==> config.mk <==
export PLATFORM = sky130hd
export DESIGN_NAME = flash_cmd_seq
export DESIGN_NICKNAME = d
export VERILOG_FILES = /design/src/rtl/flash_seq_pkg.sv /design/src/rtl/fseq_rst_sync.sv /design/src/rtl/fseq_poll_timer.sv /design/src/rtl/fseq_judge.sv /design/src/rtl/fseq_fsm.sv /design/src/rtl/flash_cmd_seq.sv
export SDC_FILE = /design/constraint.sdc
export NUM_CORES = 1
export LEC_CHECK = 0
export CAP_MARGIN = 20
export CORE_AREA = 2 2 114 116
export CTS_CLUSTER_DIAMETER = 60
export CTS_CLUSTER_SIZE = 14
export DETAILED_ROUTE_END_ITERATION = 10
export DIE_AREA = 0 0 116 118
export DONT_BUFFER_PORTS = 1
export GPL_TIMING_DRIVEN = 0
export PLACE_DENSITY = 0.76
export SLEW_MARGIN = 20
export SYNTH_ARGS = -nofsm -noshare
export SYNTH_HDL_FRONTEND = slang
export SYNTH_SLANG_ARGS = --single-unit
export TNS_END_PERCENT = 30
==> constraint.sdc <==
create_clock -name clk -period 7.2 [get_ports clk]
set_input_delay 1.08 -clock clk [delete_from_list [all_inputs] [get_ports clk]]
set_output_delay 1.08 -clock clk [all_outputs]
set_load 0.05 [all_outputs]
==> src/rtl/flash_seq_pkg.sv <==
package flash_seq_pkg;

  localparam int HALF_W = 16;
  localparam int DW     = 2 * HALF_W;

  typedef enum logic [1:0] {
    OP_PROBE   = 2'd0,
    OP_ERASE   = 2'd1,
    OP_PROGRAM = 2'd2,
    OP_RSVD    = 2'd3
  } op_e;

  typedef enum logic [3:0] {
    S_IDLE,
    S_SETUP,
    S_SECOND,
    S_PCMD,
    S_PRD,
    S_IDM,
    S_IDD,
    S_RST,
    S_VRD,
    S_DONE
  } st_e;

  // same half-word on both devices
  function automatic logic [DW-1:0] both_halves(input logic [HALF_W-1:0] h);
    return {h, h};
  endfunction

  // 8-bit command code widened and sent to both devices
  function automatic logic [DW-1:0] cmd_word(input logic [7:0] c);
    return both_halves({{(HALF_W-8){1'b0}}, c});
  endfunction

  localparam logic [7:0] CODE_ARRAY  = 8'hFF;
  localparam logic [7:0] CODE_IDENT  = 8'h90;
  localparam logic [7:0] CODE_ESETUP = 8'h20;
  localparam logic [7:0] CODE_ECONF  = 8'hD0;
  localparam logic [7:0] CODE_PSETUP = 8'h40;
  localparam logic [7:0] CODE_STAT   = 8'h70;

  localparam logic [DW-1:0] MASK_READY = both_halves(16'h0080);
  localparam logic [DW-1:0] MASK_EERR  = both_halves(16'h0020);
  localparam logic [DW-1:0] MASK_PERR  = both_halves(16'h0010);
  localparam logic [DW-1:0] ID_MAKER   = both_halves(16'h0089);
  localparam logic [DW-1:0] ID_PART_T  = both_halves(16'h88F3);
  localparam logic [DW-1:0] ID_PART_B  = both_halves(16'h88F4);

endpackage

==> src/rtl/fseq_rst_sync.sv <==
module fseq_rst_sync (
  input  logic clk,
  input  logic rst_n,
  output logic rst_sync_n
);

  logic [1:0] sync_q;

  always_ff @(posedge clk or negedge rst_n) begin
    if (!rst_n) sync_q <= 2'b00;
    else        sync_q <= {sync_q[0], 1'b1};
  end

  assign rst_sync_n = sync_q[1];

endmodule

==> src/rtl/fseq_poll_timer.sv <==
module fseq_poll_timer #(
  parameter int POLL_LIMIT = 16
) (
  input  logic clk,
  input  logic rst_n,
  input  logic clr,
  input  logic step,
  output logic expired
);

  localparam int CW = $clog2(POLL_LIMIT + 1);
  localparam logic [CW-1:0] LAST = CW'(POLL_LIMIT - 1);

  logic [CW-1:0] cnt_q, cnt_d;
  logic          cnt_en;

  assign expired = (cnt_q == LAST);

  always_comb begin
    cnt_en = clr | (step & ~expired);
    cnt_d  = clr ? '0 : cnt_q + CW'(1);
  end

  always_ff @(posedge clk or negedge rst_n) begin
    if (!rst_n)      cnt_q <= '0;
    else if (cnt_en) cnt_q <= cnt_d;
  end

  assert_poll_count_bound_R11: assert property (@(posedge clk) disable iff (!rst_n)
    cnt_q <= LAST);

  assert_poll_count_step_R11: assert property (@(posedge clk) disable iff (!rst_n)
    (step && !clr && !expired) |=> (cnt_q == $past(cnt_q) + CW'(1)));

endmodule

==> src/rtl/fseq_judge.sv <==
module fseq_judge
  import flash_seq_pkg::*;
(
  input  op_e           op,
  input  logic          timed_out,
  input  logic [DW-1:0] status,
  input  logic [DW-1:0] maker,
  input  logic [DW-1:0] part,
  input  logic [DW-1:0] readback,
  input  logic [DW-1:0] written,
  output logic          ok
);

  always_comb begin
    unique case (op)
      OP_PROBE:   ok = (maker == ID_MAKER) && ((part == ID_PART_T) || (part == ID_PART_B));
      OP_ERASE:   ok = !timed_out && ((status & MASK_EERR) == '0);
      OP_PROGRAM: ok = !timed_out && ((status & MASK_PERR) == '0) && (readback == written);
      default:    ok = 1'b0;
    endcase
  end

endmodule

==> src/rtl/fseq_fsm.sv <==
module fseq_fsm
  import flash_seq_pkg::*;
#(
  parameter int AW = 22
) (
  input  logic          clk,
  input  logic          rst_n,
  input  logic          op_valid,
  input  logic [1:0]    op_code,
  input  logic [AW-1:0] op_addr,
  input  logic [DW-1:0] op_wdata,
  input  logic          bus_ack,
  input  logic [DW-1:0] bus_rdata,
  input  logic          poll_expired,
  input  logic          judge_ok,
  output logic          busy,
  output logic          done,
  output logic          pass,
  output logic          timeout,
  output logic          bus_req,
  output logic          bus_we,
  output logic [AW-1:0] bus_addr,
  output logic [DW-1:0] bus_wdata,
  output logic          poll_clr,
  output logic          poll_step,
  output op_e           op_q,
  output logic          to_q,
  output logic [DW-1:0] stat_q,
  output logic [DW-1:0] maker_q,
  output logic [DW-1:0] part_q,
  output logic [DW-1:0] vrd_q,
  output logic [DW-1:0] data_q
);

  st_e           st_q, st_d;
  logic [AW-1:0] addr_q;
  logic          accept, ready, to_set;

  assign accept    = (st_q == S_IDLE) && op_valid;
  assign ready     = (bus_rdata & MASK_READY) == MASK_READY;
  assign poll_clr  = accept;
  assign poll_step = (st_q == S_PRD) && bus_ack && !ready;

  // next state
  always_comb begin
    st_d   = st_q;
    to_set = 1'b0;
    unique case (st_q)
      S_IDLE:   if (op_valid) st_d = (op_e'(op_code) == OP_RSVD) ? S_DONE : S_SETUP;
      S_SETUP:  if (bus_ack) st_d = (op_q == OP_PROBE) ? S_IDM : S_SECOND;
      S_SECOND: if (bus_ack) st_d = S_PCMD;
      S_PCMD:   if (bus_ack) st_d = S_PRD;
      S_PRD: begin
        if (bus_ack) begin
          if (ready) begin
            st_d = S_RST;
          end else if (poll_expired) begin
            st_d   = S_RST;
            to_set = 1'b1;
          end else begin
            st_d = S_PCMD;
          end
        end
      end
      S_IDM:    if (bus_ack) st_d = S_IDD;
      S_IDD:    if (bus_ack) st_d = S_RST;
      S_RST:    if (bus_ack) st_d = (op_q == OP_PROGRAM && !to_q) ? S_VRD : S_DONE;
      S_VRD:    if (bus_ack) st_d = S_DONE;
      S_DONE:   st_d = S_IDLE;
      default:  st_d = S_IDLE;
    endcase
  end

  // bus drive
  always_comb begin
    bus_req   = 1'b0;
    bus_we    = 1'b0;
    bus_addr  = addr_q;
    bus_wdata = '0;
    unique case (st_q)
      S_SETUP: begin
        bus_req = 1'b1;
        bus_we  = 1'b1;
        if (op_q == OP_PROBE) begin
          bus_addr  = '0;
          bus_wdata = cmd_word(CODE_IDENT);
        end else if (op_q == OP_ERASE) begin
          bus_wdata = cmd_word(CODE_ESETUP);
        end else begin
          bus_wdata = cmd_word(CODE_PSETUP);
        end
      end
      S_SECOND: begin
        bus_req   = 1'b1;
        bus_we    = 1'b1;
        bus_wdata = (op_q == OP_ERASE) ? cmd_word(CODE_ECONF) : data_q;
      end
      S_PCMD: begin
        bus_req   = 1'b1;
        bus_we    = 1'b1;
        bus_wdata = cmd_word(CODE_STAT);
      end
      S_PRD, S_VRD: bus_req = 1'b1;
      S_IDM: begin
        bus_req  = 1'b1;
        bus_addr = '0;
      end
      S_IDD: begin
        bus_req  = 1'b1;
        bus_addr = AW'(1);
      end
      S_RST: begin
        bus_req   = 1'b1;
        bus_we    = 1'b1;
        bus_addr  = (op_q == OP_PROBE) ? '0 : addr_q;
        bus_wdata = cmd_word(CODE_ARRAY);
      end
      default: ;
    endcase
  end

  always_ff @(posedge clk or negedge rst_n) begin
    if (!rst_n) st_q <= S_IDLE;
    else        st_q <= st_d;
  end

  always_ff @(posedge clk or negedge rst_n) begin
    if (!rst_n) begin
      op_q   <= OP_PROBE;
      addr_q <= '0;
      data_q <= '0;
    end else if (accept) begin
      op_q   <= op_e'(op_code);
      addr_q <= op_addr;
      data_q <= op_wdata;
    end
  end

  always_ff @(posedge clk or negedge rst_n) begin
    if (!rst_n)           to_q <= 1'b0;
    else if (accept)      to_q <= 1'b0;
    else if (to_set)      to_q <= 1'b1;
  end

  always_ff @(posedge clk or negedge rst_n) begin
    if (!rst_n)                          stat_q <= '0;
    else if (st_q == S_PRD && bus_ack)   stat_q <= bus_rdata;
  end

  always_ff @(posedge clk or negedge rst_n) begin
    if (!rst_n)                          maker_q <= '0;
    else if (st_q == S_IDM && bus_ack)   maker_q <= bus_rdata;
  end

  always_ff @(posedge clk or negedge rst_n) begin
    if (!rst_n)                          part_q <= '0;
    else if (st_q == S_IDD && bus_ack)   part_q <= bus_rdata;
  end

  always_ff @(posedge clk or negedge rst_n) begin
    if (!rst_n)                          vrd_q <= '0;
    else if (st_q == S_VRD && bus_ack)   vrd_q <= bus_rdata;
  end

  assign busy    = (st_q != S_IDLE);
  assign done    = (st_q == S_DONE);
  assign pass    = done && judge_ok;
  assign timeout = done && to_q;

  assert_bus_hold_R2: assert property (@(posedge clk) disable iff (!rst_n)
    (bus_req && !bus_ack) |=> (bus_req && $stable(bus_we) && $stable(bus_addr) && $stable(bus_wdata)));

  assert_cmd_halves_R3: assert property (@(posedge clk) disable iff (!rst_n)
    (bus_req && bus_we && !(st_q == S_SECOND && op_q == OP_PROGRAM))
      |-> (bus_wdata[DW-1:HALF_W] == bus_wdata[HALF_W-1:0]));

  assert_poll_read_after_cmd_R6: assert property (@(posedge clk) disable iff (!rst_n)
    $rose(st_q == S_PRD) |-> ($past(st_q) == S_PCMD));

  assert_done_after_readarray_R7: assert property (@(posedge clk) disable iff (!rst_n)
    done |-> ($past(st_q) == S_RST || $past(st_q) == S_VRD || $past(st_q) == S_IDLE));

  assert_timeout_fails_R11: assert property (@(posedge clk) disable iff (!rst_n)
    timeout |-> !pass);

  assert_done_pulse_R12: assert property (@(posedge clk) disable iff (!rst_n)
    done |=> !done);

  assert_flags_with_done_R12: assert property (@(posedge clk) disable iff (!rst_n)
    (pass || timeout) |-> done);

endmodule

==> src/rtl/flash_cmd_seq.sv <==
module flash_cmd_seq
  import flash_seq_pkg::*;
#(
  parameter int AW         = 22,
  parameter int POLL_LIMIT = 16
) (
  input  logic          clk,
  input  logic          rst_n,
  input  logic          op_valid,
  input  logic [1:0]    op_code,
  input  logic [AW-1:0] op_addr,
  input  logic [DW-1:0] op_wdata,
  output logic          busy,
  output logic          done,
  output logic          pass,
  output logic          timeout,
  output logic          bus_req,
  output logic          bus_we,
  output logic [AW-1:0] bus_addr,
  output logic [DW-1:0] bus_wdata,
  input  logic          bus_ack,
  input  logic [DW-1:0] bus_rdata
);

  logic          rst_sync_n;
  logic          poll_clr, poll_step, poll_expired, judge_ok, to_q;
  op_e           op_q;
  logic [DW-1:0] stat_q, maker_q, part_q, vrd_q, data_q;

  fseq_rst_sync i_rst_sync (
    .clk        (clk),
    .rst_n      (rst_n),
    .rst_sync_n (rst_sync_n)
  );

  fseq_poll_timer #(.POLL_LIMIT(POLL_LIMIT)) i_poll_timer (
    .clk     (clk),
    .rst_n   (rst_sync_n),
    .clr     (poll_clr),
    .step    (poll_step),
    .expired (poll_expired)
  );

  fseq_judge i_judge (
    .op        (op_q),
    .timed_out (to_q),
    .status    (stat_q),
    .maker     (maker_q),
    .part      (part_q),
    .readback  (vrd_q),
    .written   (data_q),
    .ok        (judge_ok)
  );

  fseq_fsm #(.AW(AW)) i_fsm (
    .clk          (clk),
    .rst_n        (rst_sync_n),
    .op_valid     (op_valid),
    .op_code      (op_code),
    .op_addr      (op_addr),
    .op_wdata     (op_wdata),
    .bus_ack      (bus_ack),
    .bus_rdata    (bus_rdata),
    .poll_expired (poll_expired),
    .judge_ok     (judge_ok),
    .busy         (busy),
    .done         (done),
    .pass         (pass),
    .timeout      (timeout),
    .bus_req      (bus_req),
    .bus_we       (bus_we),
    .bus_addr     (bus_addr),
    .bus_wdata    (bus_wdata),
    .poll_clr     (poll_clr),
    .poll_step    (poll_step),
    .op_q         (op_q),
    .to_q         (to_q),
    .stat_q       (stat_q),
    .maker_q      (maker_q),
    .part_q       (part_q),
    .vrd_q        (vrd_q),
    .data_q       (data_q)
  );

endmodule

==> out/results.tsv <==
metric	value	unit
layout_common_cells	167 x dfrtp_1, 154 x mux2_2, 41 x and2_1	
clockBufferDepth	2	
nets	709	
finalCritPeriodShare	0.5889	
cts_resized	0	
rsz0062_at_grt	false	
slew_viol_final	0	
grt_pass1_wl	28150	um
synth_edf_count	0	
dp_hpwl	13660	um
synthTopCellsByArea	dfrtp_1 55%, mux2_2 23%, xnor2_1 3.4%, and2_1 3.3%, o21ai_0 1.2%	
clk_latency	0.43	ns
drcViolationCount	0	
start_kind	flip-flop	
busiest_layer	met2	
cts.sinks	168	
tns	0	ns
cellLeakagePower	3.731	nW
vias	4793	
cts_tree	yes	
fin_crit	4.240	ns
synth_area_leader_cell	dfrtp_1	
synthesis.area	7671	um^2
grt_overflow	0	
grt_max_degree	57	
synth_top_area_frac	0.5480	
start_util	0.6179	
fin_ws	2.960	ns
crit_required	6.12	ns
ys_seq_elements	168	
ys.flop_type	dfrtp_1	
path_class	reg2out	
cp_max_fo	10	
hold_class	reg2async	
grt_usage	0.2786	
ant_nets	0	
place_ws	3.449	ns
cts_setup_buffers	0	
drive_gt1_frac	0.3424	
drt_iter0_drc	307	
synth_nets	687	
slew_headroom	0.2134	
dieArea	13690	um^2
core-area	12410	um^2
gr-usage-met2	0.4295	
die_h	118	um
cts_hold_buf	0	
viasPerCell	5.991	
yosysUniqueCellTypes	52	
grt.met1_usage	0.3753	
syn_to_final_growth	12.17	%
diodes	0	
wl_per_cell	22.89	um
clk_pin_slew	0.06	ns
power.density	538.4	nW/um^2
gp_congestion	0.9249	
end_kind	output pin	
max_freq	235.9	MHz
met3_usage	0.08496	
h-tree-depth	4	
grt_pass1_vias	5067	
finalSetupViolCount	0	
finalWirelength	18310	um
synthArstFlopShare	1.000	
drt_first_pass_iters	6	
status	finished clean	
ys_seq_area_frac	0.5480	
mostFrequentLayoutCell	dfrtp_1	
antenna_found_initial	0	
worstMarginPinSlew	1.175	ns
io_buffers	0	
root_buffer	clkbuf_16	
hold_violations	0	
yosysWarnings	0	
drv_cap	0	
fin_util	0.6931	
worstPathArrival	3.16	ns
finClkSkew	0.007093	ns
irDropWorstVdd	0.3158	mV
std_cell_rows	41	
die_w	116	um
syn_inst	593	
numCtsBuffers	17	
io_pins	152	
syn_area_per_cell	12.94	um^2
==> critical path, stage by stage (launching register included) <==
cell,delay (ns)
dfrtp_1,0.32
clkbuf_1,0.35
nor2b_1,0.09
clkbuf_1,0.24
nor4_2,0.68
clkbuf_1,0.48
and2_1,0.55
==> final timing paths <==
path / startpoint / end / slack, ns / depth (start not counted)
min in group clk: i_rst_sync.sync_q[0] / i_rst_sync.sync_q[1] / 0.35 / 0
worst max-delay path: i_fsm.op_q[1] / bus_wdata[30] / 2.96 / 6
max in group asynchronous: i_rst_sync.sync_q[1] / i_fsm.data_q[3] / 6.03 / 2
worst min-delay path: i_rst_sync.sync_q[1] / i_fsm.part_q[16] / 0.27 / 0
worst min register to register: i_rst_sync.sync_q[1] / i_fsm.part_q[16] / 0.27 / 0
worst max register to register: i_fsm.st_q[3] / i_fsm.part_q[24] / 4.95 / 5
==> stage by stage <==
stage	hold WS, ns	std cells	power (mW)	area, um^2
after global placement	0.3385	765	3.563	7886
after global routing	0.3163	800	4.857	8605
after CTS	0.2988	800	4.647	8605
after floorplan	0.3312	593	3.311	7671
final	0.2723	800	4.633	8605
after detailed placement	0.2863	768	3.654	7965
==> final cells by class <==
type | count | area (um^2)
clock inverter | 10 | 165.2
buffer | 31 | 192.7
timing repair buffer | 3 | 75.07
sequential | 168 | 4208
fill | 933 | 3810
inverter | 9 | 33.78
tap | 172 | 215.2
multi-input combinational | 385 | 3241
clock buffer | 22 | 474.2
==> state kept, by name, indices dropped and copies added (netlist names) <==
| name | count |
|---|---|
| i_fsm.addr_q | 22 |
| i_fsm.to_q | 1 |
| i_fsm.vrd_q | 32 |
| i_fsm.maker_q | 32 |
| i_rst_sync.sync_q | 2 |
| i_fsm.part_q | 32 |
| i_fsm.st_q | 4 |
| i_fsm.op_q | 2 |
| i_fsm.stat_q | 4 |
| i_poll_timer.cnt_q | 5 |
| i_fsm.data_q | 32 |
==> cell usage after synthesis (all sizes together), types with 2 or more instances <==
library cell,instances
a2111oi,2
a211o,2
a21o,10
a21oi,11
and2,41
buf,19
clkbuf,12
dfrtp,168
ha,2
inv,9
mux2,154
mux2i,2
nand2,23
nand2b,4
nand3,4
nand4,10
nand4b,2
nor2,19
nor2b,3
nor3,7
nor4,9
nor4b,5
nor4bb,3
o21ai,19
or2,2
xnor2,30
xor2,2
==> metal layers <==
metal	share of wire	up-vias	routed length (um)
li1	-	2142	-
met1	0.42	2428	7748
met2	0.48	189	8724
met3	0.078	34	1427
met4	0.023	0	414
met5	0	-	0
==> power breakdown <==
| group | switching (mW) | internal [mW] | leakage (nW) |
|---|---|---|---|
| clock | 0.369 | 0.610 | 0.303 |
| sequential | 0.299 | 1.37 | 2.08 |
| combinational | 1.29 | 0.691 | 1.35 |
| total | 1.96 | 2.67 | 3.73 |
==> cells by family after synthesis <==
family / synth area share
flip-flops: 0.5480
multiplexers: 0.2287
AND/OR/NAND/NOR: 0.1070
AO/OA/AOI/OAI: 0.04649
buffers and inverters: 0.02952
XOR/XNOR: 0.03654
adder cells (fa/ha/maj): 0.003262
other: 0.0004888
No activity file was read; power rests on OpenSTA's default activity.
